$ cat src/rtl/xlat_pkg.sv
package xlat_pkg;
  typedef enum logic [1:0] {
    SEL_HOST_L1 = 2'd0,
    SEL_HOST_L2 = 2'd1,
    SEL_GUEST   = 2'd2
  } memSel_e;

  typedef struct packed {
    logic    loadReq;
    logic    latchNext;
    logic    gpaStep1;
    logic    gpaStep2;
    logic    finish;
    logic    faultGuest;
    logic    faultHost;
    memSel_e sel;
  } strobe_t;

  localparam logic [1:0] ACC_READ  = 2'd0;
  localparam logic [1:0] ACC_WRITE = 2'd1;
endpackage

$ cat src/rtl/xlat_ctrl.sv
module xlat_ctrl
  import xlat_pkg::*;
(
  input  logic       clk,
  input  logic       rstN,
  input  logic       reqValid,
  input  logic [1:0] reqAccess,
  input  logic       memRspValid,
  input  logic       rspPresent,
  input  logic [2:0] rspPerm,
  output strobe_t    st,
  output logic       reqReady,
  output logic       memReqValid
);
  typedef enum logic [1:0] {S_IDLE, S_HL1, S_HL2, S_GRD} state_e;

  state_e     state, stateNext;
  logic [1:0] phase, phaseNext;
  logic [1:0] acc;
  logic       waiting;
  logic       gotRsp;
  logic       accOk;
  logic       hostLeafOk;

  assign reqReady    = (state == S_IDLE);
  assign memReqValid = (state != S_IDLE) && !waiting;
  assign gotRsp      = waiting && memRspValid;

  always_comb begin
    case (acc)
      ACC_READ:  accOk = rspPerm[0];
      ACC_WRITE: accOk = rspPerm[1];
      default:   accOk = rspPerm[2];
    endcase
    hostLeafOk = (phase == 2'd2) ? accOk : rspPerm[0];
  end

  always_comb begin
    st        = '0;
    st.sel    = SEL_HOST_L1;
    stateNext = state;
    phaseNext = phase;
    case (state)
      S_IDLE: if (reqValid) begin
        st.loadReq = 1'b1;
        phaseNext  = 2'd0;
        stateNext  = S_HL1;
      end
      S_HL1: if (gotRsp) begin
        if (!rspPresent) begin
          st.faultHost = 1'b1;
          stateNext    = S_IDLE;
        end else begin
          st.latchNext = 1'b1;
          stateNext    = S_HL2;
        end
      end
      S_HL2: begin
        st.sel = SEL_HOST_L2;
        if (gotRsp) begin
          if (!rspPresent || !hostLeafOk) begin
            st.faultHost = 1'b1;
            stateNext    = S_IDLE;
          end else if (phase == 2'd2) begin
            st.finish = 1'b1;
            stateNext = S_IDLE;
          end else begin
            st.latchNext = 1'b1;
            stateNext    = S_GRD;
          end
        end
      end
      default: begin
        st.sel = SEL_GUEST;
        if (gotRsp) begin
          if (phase == 2'd0 && rspPresent) begin
            st.gpaStep1 = 1'b1;
            phaseNext   = 2'd1;
            stateNext   = S_HL1;
          end else if (phase == 2'd1 && rspPresent && accOk) begin
            st.gpaStep2 = 1'b1;
            phaseNext   = 2'd2;
            stateNext   = S_HL1;
          end else begin
            st.faultGuest = 1'b1;
            stateNext     = S_IDLE;
          end
        end
      end
    endcase
  end

  always_ff @(posedge clk) begin
    if (!rstN) begin
      state   <= S_IDLE;
      phase   <= 2'd0;
      acc     <= 2'd0;
      waiting <= 1'b0;
    end else begin
      state <= stateNext;
      phase <= phaseNext;
      if (st.loadReq) acc <= reqAccess;
      if (memReqValid)  waiting <= 1'b1;
      else if (gotRsp)  waiting <= 1'b0;
    end
  end
endmodule

$ cat src/rtl/xlat_datapath.sv
module xlat_datapath
  import xlat_pkg::*;
#(
  parameter int IDX_W  = 10,
  parameter int OFF_W  = 12,
  parameter int DATA_W = 32,
  localparam int PA_W    = 2 * IDX_W + OFF_W,
  localparam int FRAME_W = PA_W - OFF_W,
  localparam int ENT_SH  = OFF_W - IDX_W
) (
  input  logic               clk,
  input  logic               rstN,
  input  strobe_t            st,
  input  logic [PA_W-1:0]    reqVa,
  input  logic [FRAME_W-1:0] guestBase,
  input  logic [FRAME_W-1:0] hostBase,
  input  logic [DATA_W-1:0]  memRspData,
  output logic [PA_W-1:0]    memAddr,
  output logic               rspPresent,
  output logic [2:0]         rspPerm,
  output logic               respValid,
  output logic               respFault,
  output logic               faultStage,
  output logic [PA_W-1:0]    faultAddr,
  output logic [PA_W-1:0]    respPa
);
  logic [PA_W-1:0]    vaReg;
  logic [PA_W-1:0]    gpa;
  logic [FRAME_W-1:0] nextFrame;
  logic [FRAME_W-1:0] rspFrame;
  logic               unusedRsvd;

  assign rspFrame   = memRspData[DATA_W-1 -: FRAME_W];
  assign rspPresent = memRspData[0];
  assign rspPerm    = memRspData[3:1];
  assign unusedRsvd = ^memRspData[DATA_W-FRAME_W-1:4];

  always_comb begin
    case (st.sel)
      SEL_HOST_L1: memAddr = {hostBase, gpa[PA_W-1 -: IDX_W], {ENT_SH{1'b0}}};
      SEL_HOST_L2: memAddr = {nextFrame, gpa[PA_W-IDX_W-1 -: IDX_W], {ENT_SH{1'b0}}};
      default:     memAddr = {nextFrame, gpa[OFF_W-1:0]};
    endcase
  end

  always_ff @(posedge clk) begin
    if (!rstN) begin
      vaReg      <= '0;
      gpa        <= '0;
      nextFrame  <= '0;
      respValid  <= 1'b0;
      respFault  <= 1'b0;
      faultStage <= 1'b0;
      faultAddr  <= '0;
      respPa     <= '0;
    end else begin
      respValid <= st.finish | st.faultGuest | st.faultHost;
      if (st.loadReq) begin
        vaReg <= reqVa;
        gpa   <= {guestBase, reqVa[PA_W-1 -: IDX_W], {ENT_SH{1'b0}}};
      end
      if (st.latchNext) nextFrame <= rspFrame;
      if (st.gpaStep1) gpa <= {rspFrame, vaReg[PA_W-IDX_W-1 -: IDX_W], {ENT_SH{1'b0}}};
      if (st.gpaStep2) gpa <= {rspFrame, vaReg[OFF_W-1:0]};
      if (st.finish) begin
        respFault <= 1'b0;
        respPa    <= {rspFrame, gpa[OFF_W-1:0]};
      end
      if (st.faultGuest) begin
        respFault  <= 1'b1;
        faultStage <= 1'b0;
        faultAddr  <= vaReg;
      end
      if (st.faultHost) begin
        respFault  <= 1'b1;
        faultStage <= 1'b1;
        faultAddr  <= gpa;
      end
    end
  end
endmodule

$ cat src/rtl/nested_xlat.sv
module nested_xlat
  import xlat_pkg::*;
#(
  parameter int IDX_W  = 10,
  parameter int OFF_W  = 12,
  parameter int DATA_W = 32
) (
  input  logic                     clk,
  input  logic                     rstN,
  input  logic                     reqValid,
  output logic                     reqReady,
  input  logic [2*IDX_W+OFF_W-1:0] reqVa,
  input  logic [1:0]               reqAccess,
  input  logic [2*IDX_W-1:0]       guestBase,
  input  logic [2*IDX_W-1:0]       hostBase,
  output logic                     memReqValid,
  output logic [2*IDX_W+OFF_W-1:0] memAddr,
  input  logic                     memRspValid,
  input  logic [DATA_W-1:0]        memRspData,
  output logic                     respValid,
  output logic                     respFault,
  output logic                     faultStage,
  output logic [2*IDX_W+OFF_W-1:0] faultAddr,
  output logic [2*IDX_W+OFF_W-1:0] respPa
);
  strobe_t    st;
  logic       rspPresent;
  logic [2:0] rspPerm;

  xlat_ctrl u_ctrl (
    .clk(clk), .rstN(rstN), .reqValid(reqValid), .reqAccess(reqAccess),
    .memRspValid(memRspValid), .rspPresent(rspPresent), .rspPerm(rspPerm),
    .st(st), .reqReady(reqReady), .memReqValid(memReqValid)
  );

  xlat_datapath #(.IDX_W(IDX_W), .OFF_W(OFF_W), .DATA_W(DATA_W)) u_dp (
    .clk(clk), .rstN(rstN), .st(st), .reqVa(reqVa), .guestBase(guestBase),
    .hostBase(hostBase), .memRspData(memRspData), .memAddr(memAddr),
    .rspPresent(rspPresent), .rspPerm(rspPerm), .respValid(respValid),
    .respFault(respFault), .faultStage(faultStage), .faultAddr(faultAddr),
    .respPa(respPa)
  );
endmodule

$ cat config.mk
export PLATFORM = sky130hd
export DESIGN_NAME = nested_xlat
export DESIGN_NICKNAME = d
export VERILOG_FILES = /design/src/rtl/xlat_pkg.sv /design/src/rtl/xlat_ctrl.sv /design/src/rtl/xlat_datapath.sv /design/src/rtl/nested_xlat.sv
export SDC_FILE = /design/constraint.sdc
export NUM_CORES = 1
export LEC_CHECK = 0
export ABC_CLOCK_PERIOD_IN_PS = 3100
export BUFFER_PORTS_ARGS = -buffer_cell sky130_fd_sc_hd__buf_2
export CAP_MARGIN = 20
export CORE_MARGIN = 4
export CORE_UTILIZATION = 55
export DETAILED_ROUTE_END_ITERATION = 10
export GPL_ROUTABILITY_DRIVEN = 0
export GPL_TIMING_DRIVEN = 0
export PLACE_DENSITY = 0.95
export SYNTH_ARGS = -nofsm -noshare
export SYNTH_HDL_FRONTEND = slang
export SYNTH_HIERARCHICAL = 1
export SYNTH_SLANG_ARGS = --single-unit
export TNS_END_PERCENT = 100
$ cat constraint.sdc
create_clock -name clk -period 3.1 [get_ports clk]
set_input_delay 0.155 -clock clk [delete_from_list [all_inputs] [get_ports clk]]
set_output_delay 0.155 -clock clk [all_outputs]
set_load 0.01 [all_outputs]
* After elaboration in Yosys (flattened, before gate mapping)
Cells that the tools add are included.
Word-level totals: bits in registers 158, output and inout port bits 101, word-level logic and storage cells 106
Cells by class: equality and inequality tests 9, mux-type cells 57, bitwise logic cells 3, reductions and logical operators 25
Operators by type and width (number):
- 32-bit 2-to-1 mux | 5
- 32-bit case mux with 2 select lines | 1
- 1-bit 2-to-1 mux | 31
- 2-bit 2-to-1 mux | 14
- 3-bit nonzero test | 3
- 2-bit by 1-bit == test with 1-bit output, second input constant | 4
- 2-bit zero test | 4
- 2-bit case mux with 2 select lines | 2
- 4-bit AND reduction | 2
- 2-bit nonzero test | 4
- 1-bit case mux with 2 select lines | 3
- 2-bit case mux with 3 select lines | 1
- 1-bit logical AND | 5
- 2-bit == test, second input constant | 2
- 2-bit by 1-bit inequality test with 1-bit output, second input constant | 2
- 2-bit OR reduction | 2
- 1-bit zero test | 3
- 3-bit OR reduction | 1
- 2-bit inequality test, second input constant | 1
- 1-bit OR | 2
- 1-bit logical OR | 1
- 1-bit inverter | 1

* Longest topological paths before layout
Gate-level depths: netlist of run 1.
depth after elaboration 11, depth in mapped cells 10, depth with buffers taken out 7

* Hierarchy
Netlist of run 1, hierarchy kept.
By module, submodules not included:
- xlat_datapath | times used 1, cells an instance 691, area each 6796.5 um^2, sequential area each 3022.9 um^2
- xlat_ctrl | times used 1, cells an instance 71, area each 541.8 um^2, sequential area each 140.1 um^2

* Worst setup path before layout of run 1
Ideal clock, no wire load.
path type reg2reg, start point reg u_ctrl.acc[0], end point reg u_dp.faultAddr[11], setup time 115 ps, arrival time 1858 ps, data required time 2985 ps, slack 1127 ps, cell stages (with the launch flop) 9, buffers on the path 2, period minus slack after synthesis 1973 ps, cell sequence dfxtp_1 > mux2_2 > o21ai_1 > o211ai_1 > a21oi_1 > buf_2 > buf_2 > o21ai_1 > and2_1
RTL lines:
- from (decl) | RTL line xlat_ctrl.sv:19 | logic [1:0] acc;
- from (signal assigned) | RTL line xlat_ctrl.sv:102 | if (st.loadReq) acc <= reqAccess;
- to (signal assigned) | RTL line xlat_datapath.sv:72 | faultAddr <= vaReg;
- to (signal assigned) | RTL line xlat_datapath.sv:77 | faultAddr <= gpa;
- to (decl) | RTL line xlat_datapath.sv:24 | output logic [PA_W-1:0] faultAddr,

==> metrics, run 1 <==
crit-path leading delay family compound AO/OA/AOI/OAI gates; cell chain of the critical path mux2_2 > o21ai_1 > o211ai_1 > a21oi_1 > buf_2 > buf_2 > nand2_1 > o21ai_1 > and2_1; Setup crit start kind flip-flop; critical-path maximum fanout 10; Antenna diodes 0; wire length per cell 18.4 um; sequential share of the synthesized area 0.431; unique cell type count in the Yosys netlist 43; Port Buffers 198; Routed WL between 20000 and 25000 um; core area around 0.013 sq mm; final instance area approximately 0.0093 sq mm; Post-CTS Resized 0; Post-DP Area 0.00854 sq mm; Power Dens Cells about 590 mW/mm^2; CTS H-tree depth 4; # clock sinks 158; hold crit path type input pin to flip-flop; Mapped Cells 762; fin crit share 0.812; Initial DRC Count 514; Final HPWL DP 16300 um; Crit path required time 3460 ps; status finished, final reports clean; LEAKAGE 0.00410 uW; Row Count 41; dpl ws 681 ps; worst setup margin 584 ps; Die ar. 0.0153 sq mm; share of layout cells above drive strength 1 0.286; CTS tree built; Max Cap Viol 0; max-slew violation count 0; synth warn 6; Worst path slowest cell a21oi_1; Layout Skew 7.51 ps; DIE HEIGHT 124 um; DRC 0; RSZ-0062 raised after global routing no; Remaining Overflow, GRT 0; GRT Overall Usage 0.287; Crit. End Element flip-flop; Post-CTS Hold Buffers 17; Nets roughly 1100; mapped cell area 0.00734 sq mm; EDFF count, synth 0; Horiz. Die Dim 124 um; max frequency 397 MHz; CP Data Arrival Time 2880 ps; Buf+Inv Stages, Crit Path 2; CTS max path bufs 2; router iterations before antenna repair 5; CP max stage delay 390 ps; VDD IR max approximately 0.48 mV; TritonCTS Buffers 17; ys async rst share 0; critical path type flip-flop to flip-flop; WHS 7.27 ps; Initial Util 0.572; vias in the first global route 6250; Ports 211; Slew @ Worst Pin ~680 ps; Via Count about 6400; Setup TNS 0 ps; vias per cell 5.45; Final min period between 2000 and 3000 ps; initial antenna violation count 0; Fin. Hold Viols 0; Avg Synthesized Cell Area between 9 and 10 sq um; most frequent cells in the layout buf_2, dfxtp_1, mux2i_1; Clock Latency Late Sink about 430 ps; Post-Syn Nets 877; Slew headroom 0.544; first-pass GRT wire length 33300 um; Post-CTS Setup Inserts 0; #FFs+latches synth 158; CTS root buffer clkbuf_16; CTS clk-pin slew, worst paths 60 ps; number of antenna-violating nets in the routed design 0; largest net degree at the start of global routing 17; Setup-failing EPs final 0; commonest non-fill, non-tap cell in the layout buf_2; Most used DFF post-synth dfxtp_1; area growth from synthesis to layout 26.8%
[cells by family (layout without fill, tap and decap cells)]
logic type,Yosys count,in the layout,synth area share
AOI/OAI and AO/OA,115,115,0.106
DFF,158,158,0.431
adders and majority gates,5,5,0.00853
and+or+nand+nor,244,244,0.175
buffers and inverters,73,320,0.0484
muxes,167,167,0.231
[power by group]
part	switching [uW]	internal, uW	leakage [uW]	total, uW
sequential	182	2190	0.00128	2370
combinational	547	509	0.00252	1060
clock	814	1270	0.000296	2090
total	1540	3970	0.00410	5520
[worst register-to-register path: stages (launching register included)]
cell and delay [ps]:
dfxtp_1 350, mux2_2 350, o21ai_1 330, o211ai_1 150
a21oi_1 390, buf_2 280, buf_2 270, nand2_1 90
o21ai_1 90, and2_1 160
[cells in the mapped netlist (all sizes together) (3+ instances only)]
library cell | count | area, sq um
a21oi | 16 | 83.8
a221o | 9 | 90.1
a22oi | 3 | 22.5
and2 | 34 | 213
buf | 37 | 220
clkbuf | 23 | 86.3
dfxtp | 158 | 3160
ha | 5 | 62.6
inv | 13 | 48.8
mux2 | 21 | 236
mux2i | 146 | 1460
nand2 | 82 | 308
nand2b | 4 | 25.0
nand3 | 3 | 15.0
nor2 | 17 | 63.8
nor2b | 90 | 563
nor3 | 3 | 15.0
o211a | 20 | 200
o21ai | 55 | 279
[layer usage]
| metal | GRT usage | part of all wire | wire length (um) |
|---|---|---|---|
| met1 | 0.361 | 0.41 | 8830 |
| met3 | 0.0810 | 0.094 | 2040 |
| met4 | 0.116 | 0.031 | 669 |
| met5 | 0 | 0 | 0 |
| met2 | 0.465 | 0.47 | 10200 |
[registers in the layout (all words and copies together) (netlist names)]
signal,cells
u_dp/faultAddr,32
u_ctrl/waiting,1
u_dp/gpa,32
u_dp/vaReg,32
u_dp/nextFrame,20
u_ctrl/acc,2
u_ctrl/state,2
u_dp/respValid,1
u_dp/faultStage,1
u_dp/respFault,1
u_ctrl/phase,2
u_dp/respPa,32
[worst paths after layout]
path / startpoint / endpoint / slack [ps] / cells past startpoint
worst min register to register: u_dp/vaReg[4]$_SDFFE_PN0P_ / u_dp/gpa[4]$_SDFFE_PN0P_ / 490 / 2
worst max-delay path: u_ctrl/acc[0]$_SDFFE_PN0P_ / u_dp/faultAddr[4]$_SDFFE_PN0P_ / 580 / 9
worst min-delay path: memRspData[28] / u_dp/gpa[28]$_SDFFE_PN0P_ / 7 / 2
worst max register to register: u_ctrl/acc[0]$_SDFFE_PN0P_ / u_dp/faultAddr[4]$_SDFFE_PN0P_ / 580 / 9
[final cells by class]
| class | instances | area (sq um) |
|---|---|---|
| multi-input cells | 531 | 3820 |
| fillers | 932 | 3520 |
| flip-flops and latches | 158 | 3160 |
| repair buffers | 215 | 1160 |
| clock buffers | 19 | 443 |
| plain buffers | 60 | 307 |
| well taps | 172 | 215 |
| clock inverters | 13 | 146 |
| inverters | 13 | 48.8 |
[per-stage QoR]
stage | cells | total power, uW | utilization
after floorplan | 762 | 3050 | -
after global placement | 1132 | 3380 | 0.666
after detailed placement | 1132 | 3420 | 0.666
after CTS | 1181 | 5510 | 0.725
after global routing | 1181 | 5730 | 0.725
final | 1181 | 5520 | 0.725
(Power assumes the default switching activity.)
==> run 2: changes to the inputs <==
--- a/config.mk
+++ b/config.mk
@@ -5,15 +5,15 @@
 export SDC_FILE = /design/constraint.sdc
 export NUM_CORES = 1
 export LEC_CHECK = 0
-export ABC_CLOCK_PERIOD_IN_PS = 3100
+export ABC_CLOCK_PERIOD_IN_PS = 2600
 export BUFFER_PORTS_ARGS = -buffer_cell sky130_fd_sc_hd__buf_2
 export CAP_MARGIN = 20
 export CORE_MARGIN = 4
-export CORE_UTILIZATION = 55
+export CORE_UTILIZATION = 52
 export DETAILED_ROUTE_END_ITERATION = 10
 export GPL_ROUTABILITY_DRIVEN = 0
 export GPL_TIMING_DRIVEN = 0
-export PLACE_DENSITY = 0.95
+export PLACE_DENSITY = 0.92
 export SYNTH_ARGS = -nofsm -noshare
 export SYNTH_HDL_FRONTEND = slang
 export SYNTH_HIERARCHICAL = 1
==> constraint.sdc (replaced) <==
create_clock -name clk -period 2.6 [get_ports clk]
set_input_delay 0.13 -clock clk [delete_from_list [all_inputs] [get_ports clk]]
set_output_delay 0.13 -clock clk [all_outputs]
set_load 0.01 [all_outputs]
==> run 2 against run 1 <==
  * Critical endpoint is now u_dp/faultAddr[5]$_SDFFE_PN0P_
  * Die area rose by 5.4%
  * Largest power group unchanged
  * Global-route usage shrank 0.82 points
  * First-iteration DRC count decreased by 12%
  * Sequential power grew 19%
==> metrics, run 2 (synthesis gave the netlist of run 1 again) <==
status finished, final reports clean; Fillers about 1000; Post-DP Area 0.00855 sq mm; CTS max path bufs 2; commonest non-fill, non-tap cell in the layout buf_2; Routed WL 22900 um; Post-CTS Setup Inserts 0; CTS clk-pin slew, worst paths 60 ps; metal2 WL 11100 um; Initial Util 0.531; Critical Path Stages 9; Layout Skew 6.24 ps; Remaining Overflow, GRT 0; Clock Latency Late Sink around 420 ps; critical-path maximum fanout 10; hold crit path type input pin to flip-flop; wire length on met3 1800 um; vias per cell 5.42; VDD IR max 0.468 mV; Final min period 2440 ps; cell chain of the critical path mux2_2 > o21ai_1 > o211ai_1 > a21oi_2 > buf_2 > buf_2 > nand2_1 > o21ai_1 > and2_1; Tot Pwr 6700 uW; Via Count 6520; Crit. End Element flip-flop; Port Buffers 198; number of antenna-violating nets in the routed design 0; largest net degree at the start of global routing 17; area growth from synthesis to layout 29.3%; Initial DRC Count between 400 and 500; WHS 4.53 ps; Setup TNS 0 ps; M1 WL 9190 um; wire length per cell between 15 and 20 um; CP max stage delay 350 ps; TritonCTS Buffers 17; Slew @ Worst Pin 659 ps; crit-path leading delay family compound AO/OA/AOI/OAI gates; CTS root buffer clkbuf_16; RSZ-0062 raised after global routing no; Setup-failing EPs final 0; Highest Signal Layer met4; LEAKAGE 0.00416 uW; hold depth 2; final instance area 0.00949 sq mm; # clock sinks 158; DIE HEIGHT 127 um; Antenna diodes 0; placed cell count 1140; initial antenna violation count 0; fin crit share 0.938; CP Data Arrival Time 2800 ps; Slew headroom 0.557; Ports 211; router iterations before antenna repair 5; critical path type flip-flop to flip-flop; Crit path required time 2960 ps; footprint of the multi-input gates 0.00382 sq mm; Reg area 0.00316 sq mm; DRC 0; Fin. Hold Viols 0; Nets 1125; Setup crit start kind flip-flop; vias in the first global route approximately 6600; Worst path slowest cell dfxtp_1; R2R cell count 9; Die ar. around 0.016 sq mm; max frequency 410 MHz; core area between 0.01 and 0.015 sq mm; most frequent cells in the layout buf_2, dfxtp_1, mux2i_1; share of layout cells above drive strength 1 0.284; Final Non-Filler Cells 1203; Buf+Inv Stages, Crit Path 2; CTS tree built; Final HPWL DP 16300 um; CTS H-tree depth 4; Power Dens Cells about 710 mW/mm^2; GRT Overall Usage 0.279; Max Cap Viol 0; max-slew violation count 0; first-pass GRT wire length 35000 um; Horiz. Die Dim 127 um; Row Count 43
-- run 2: cell types whose count changed in the layout (fill, tap and decap cells not counted), sizes merged --
cell         change
clkbuf           +2
clkinv           -4
clkinvlp         +2
dlygate4sd3     +14
-- run 2: what timing repair did --
action	4_1_cts	5_1_grt
setup endpoints to repair	0	25
resized for setup	0	1
hold buffers	31	0
hold endpoints to repair	32	0
-- run 2: where the power goes --
group / switching, uW / leakage (uW) / internal (uW)
clock network: 987 / 0.000301 / 1600
registers: 215 / 0.00128 / 2610
logic: 661 / 0.00258 / 621
total: 1860 / 0.00416 / 4840
-- run 2: worst paths after layout --
kind / startpoint / end / slack [ps]
max: u_ctrl/acc[0]$_SDFFE_PN0P_ / u_dp/faultAddr[5]$_SDFFE_PN0P_ / 160
min: memRspData[15] / u_dp/gpa[15]$_SDFFE_PN0P_ / 5
max reg2reg: u_ctrl/acc[0]$_SDFFE_PN0P_ / u_dp/faultAddr[5]$_SDFFE_PN0P_ / 160
min reg2reg: u_dp/vaReg[4]$_SDFFE_PN0P_ / u_dp/gpa[4]$_SDFFE_PN0P_ / 490
-- run 2: cell type report --
cell class	instances	area share
buffer	60	0.0323
clock buffer	21	0.0506
clock inverter	11	0.0145
inverter	13	0.00514
multi-input combinational	531	0.403
sequential	158	0.333
tap	180	0.0237
timing repair buffer	229	0.137
-- run 2: worst reg2reg max path, delay by kind of cell, from the launching register on --
| family | cells | cell delay, ps |
|---|---|---|
| DFF | 1 | 350 |
| muxes | 1 | 350 |
| and+or+nand+nor | 2 | 230 |
| AOI/OAI and AO/OA | 4 | 900 |
| buffers and inverters | 2 | 550 |
-- run 2: through the flow --
stage / util / setup WS, ps
floorplan: - / 627
global placement: 0.619 / 154
detailed placement: 0.619 / 114
CTS: 0.686 / 47.1
global route: 0.686 / 21.0
finish: 0.686 / 160
-- run 2: per-layer routing --
metal,vias to the layer above,GRT usage
met5,-,0
met4,0,0.124
met3,51,0.0728
met2,302,0.480
met1,3069,0.326
li1,3098,-
==> run 3: changes to the inputs <==
--- a/config.mk
+++ b/config.mk
@@ -14,6 +14,7 @@
 export GPL_ROUTABILITY_DRIVEN = 0
 export GPL_TIMING_DRIVEN = 0
 export PLACE_DENSITY = 0.92
+export REMOVE_ABC_BUFFERS = 1
 export SYNTH_ARGS = -nofsm -noshare
 export SYNTH_HDL_FRONTEND = slang
 export SYNTH_HIERARCHICAL = 1
==> run 3 against run 2 <==
  * Sequential share of layout area decreased by 0.97 points
  * Critical path depth decreased by 3
  * Count of clock-buffer cells in the layout increased by 1
  * Sequential power decreased by 1%
  * Clock skew about the same
  * Largest power group unchanged
  * Die area unchanged
  * Final cell count decreased by 1.6%
  * Clock power about the same
  * Fmax decreased by 1.9%
  * Non-clock buffer count decreased by 18
  * Design area increased by 3.0%
  * Register-to-register slack got worse by 40 ps
==> metrics, run 3 (synthesis gave the netlist of run 1 again) <==
switching power approximately 1800 uW; vias per cell 5.51; CTS tree built; met1 Usage GRT 0.296; CTS max path bufs 2; footprint of the multi-input gates 0.00395 sq mm; hold crit path type input pin to flip-flop; Remaining Overflow, GRT 0; core area 0.0138 sq mm; Comb power frac 0.199; number of antenna-violating nets in the routed design 0; Routed WL 22000 um; Initial Util 0.531; commonest non-fill, non-tap cell in the layout buf_2; Reg area roughly 0.0032 sq mm; CTS root buffer clkbuf_16; GRT Overall Usage 0.257; first-pass GRT wire length 33100 um; Crit path required time approximately 2500 ps; initial antenna violation count 0; Row Count 43; Via Count between 6000 and 7000; largest net degree at the start of global routing 99; Final HPWL DP 13800 um; area growth from synthesis to layout 33.1%; Fillers approximately 970; Die ar. 0.0161 sq mm; CP Data Arrival Time 2360 ps; TritonCTS Buffers 17; # clock sinks 158; share of layout cells above drive strength 1 0.293; Fin. Hold Viols 0; met2 Resource Use GR 0.441; Setup TNS 0 ps; Power Dens Cells 691 mW/mm^2; most frequent cells in the layout buf_2, dfxtp_1, mux2i_1; CP max stage delay 450 ps; DRC 0; Ports 211; Final min period 2490 ps; max-slew violation count 0; critical-path maximum fanout 18; placed cell count 1099; internal power 4940 uW; Worst path slowest cell dfxtp_1; DIE HEIGHT 127 um; LEAKAGE 0.00423 uW; clock group share of total power 0.388; critical path type flip-flop to output pin; crit-path leading delay family buffers and inverters; VDD IR max around 0.45 mV; Port Buffers 202; Flop pwr share 0.413; Slew @ Worst Pin around 1000 ps; CTS H-tree depth 4; Tot Pwr between 6000 and 7000 uW; CTS clk-pin slew, worst paths 60 ps; status finished, final reports clean; Crit. End Element output pin; Buf+Inv Stages, Crit Path 3; Final Non-Filler Cells 1184; Slew headroom 0.303; Setup crit start kind flip-flop; Setup-failing EPs final 0; Antenna diodes 0; Initial DRC Count ~530; wire length per cell 18.6 um; met3 GRT Util 0.0568; Max Cap Viol 0; Horiz. Die Dim 127 um; vias in the first global route approximately 6400; GR peak layer met2; Clock Latency Late Sink a little over 400 ps; Layout Skew 5.92 ps; router iterations before antenna repair 5; Nets 1109; cell chain of the critical path inv_1 > ha_2 > nor2_4 > buf_8 > mux2_2 > buf_2; max frequency 402 MHz; switch share 0.268; fin crit share 0.957
-- run 3: final cells by class --
| class | count | area share |
|---|---|---|
| multi-input combinational | 533 | 0.404 |
| sequential | 158 | 0.324 |
| timing repair buffer | 271 | 0.181 |
| clock buffer | 22 | 0.0496 |
| tap | 180 | 0.0231 |
| clock inverter | 7 | 0.0138 |
| inverter | 13 | 0.00551 |
-- run 3: through the flow --
stage	hold WS, ps	area, sq um	worst slack [ps]	utilization
2_1_floorplan	241	7030	-3220	-
3_3_place_gp	386	8270	-6020	0.598
3_5_place_dp	394	8550	-586	0.618
4_1_cts	0.289	9710	66.3	0.703
5_1_grt	1.29	9770	-4.28	0.707
6_report	16.6	9770	113	0.707
-- run 3: power groups by stage --
stage / clock network (uW) / registers (uW) / logic (uW)
floorplan: 0 / 2770 / 828
global placement: 0 / 2810 / 1180
detailed placement: 0 / 2830 / 1210
CTS: 2660 / 2780 / 1300
global route: 2770 / 2810 / 1430
finish: 2620 / 2790 / 1340
-- run 3: worst paths after layout --
path                           startpoint                        end  slack, ps  depth (start not counted)
max          u_ctrl/state[0]$_SDFFE_PN0P_                memAddr[19]        110                          6
min                        memRspData[29]  u_dp/gpa[29]$_SDFFE_PN0P_         20                          2
max reg2reg  u_ctrl/state[0]$_SDFFE_PN0P_  u_dp/gpa[31]$_SDFFE_PN0P_        120                          8
min reg2reg    u_dp/vaReg[3]$_SDFFE_PN0P_   u_dp/gpa[3]$_SDFFE_PN0P_        480                          2
-- run 3: timing repair --
action / in CTS / in global routing
hold buffers: 45 / 0
gates resized for setup: 9 / 2
pin swaps: 2 / 3
setup endpoints to repair: 92 / 9
hold endpoints to repair: 45 / 0
setup buffers: 3 / 6
gates cloned: 1 / 1
-- run 3: per-layer routing --
layer	wire length [um]	vias up
li1	-	3074
met1	8770	3058
met2	10800	305
met3	1330	89
met4	1120	0
met5	0	-
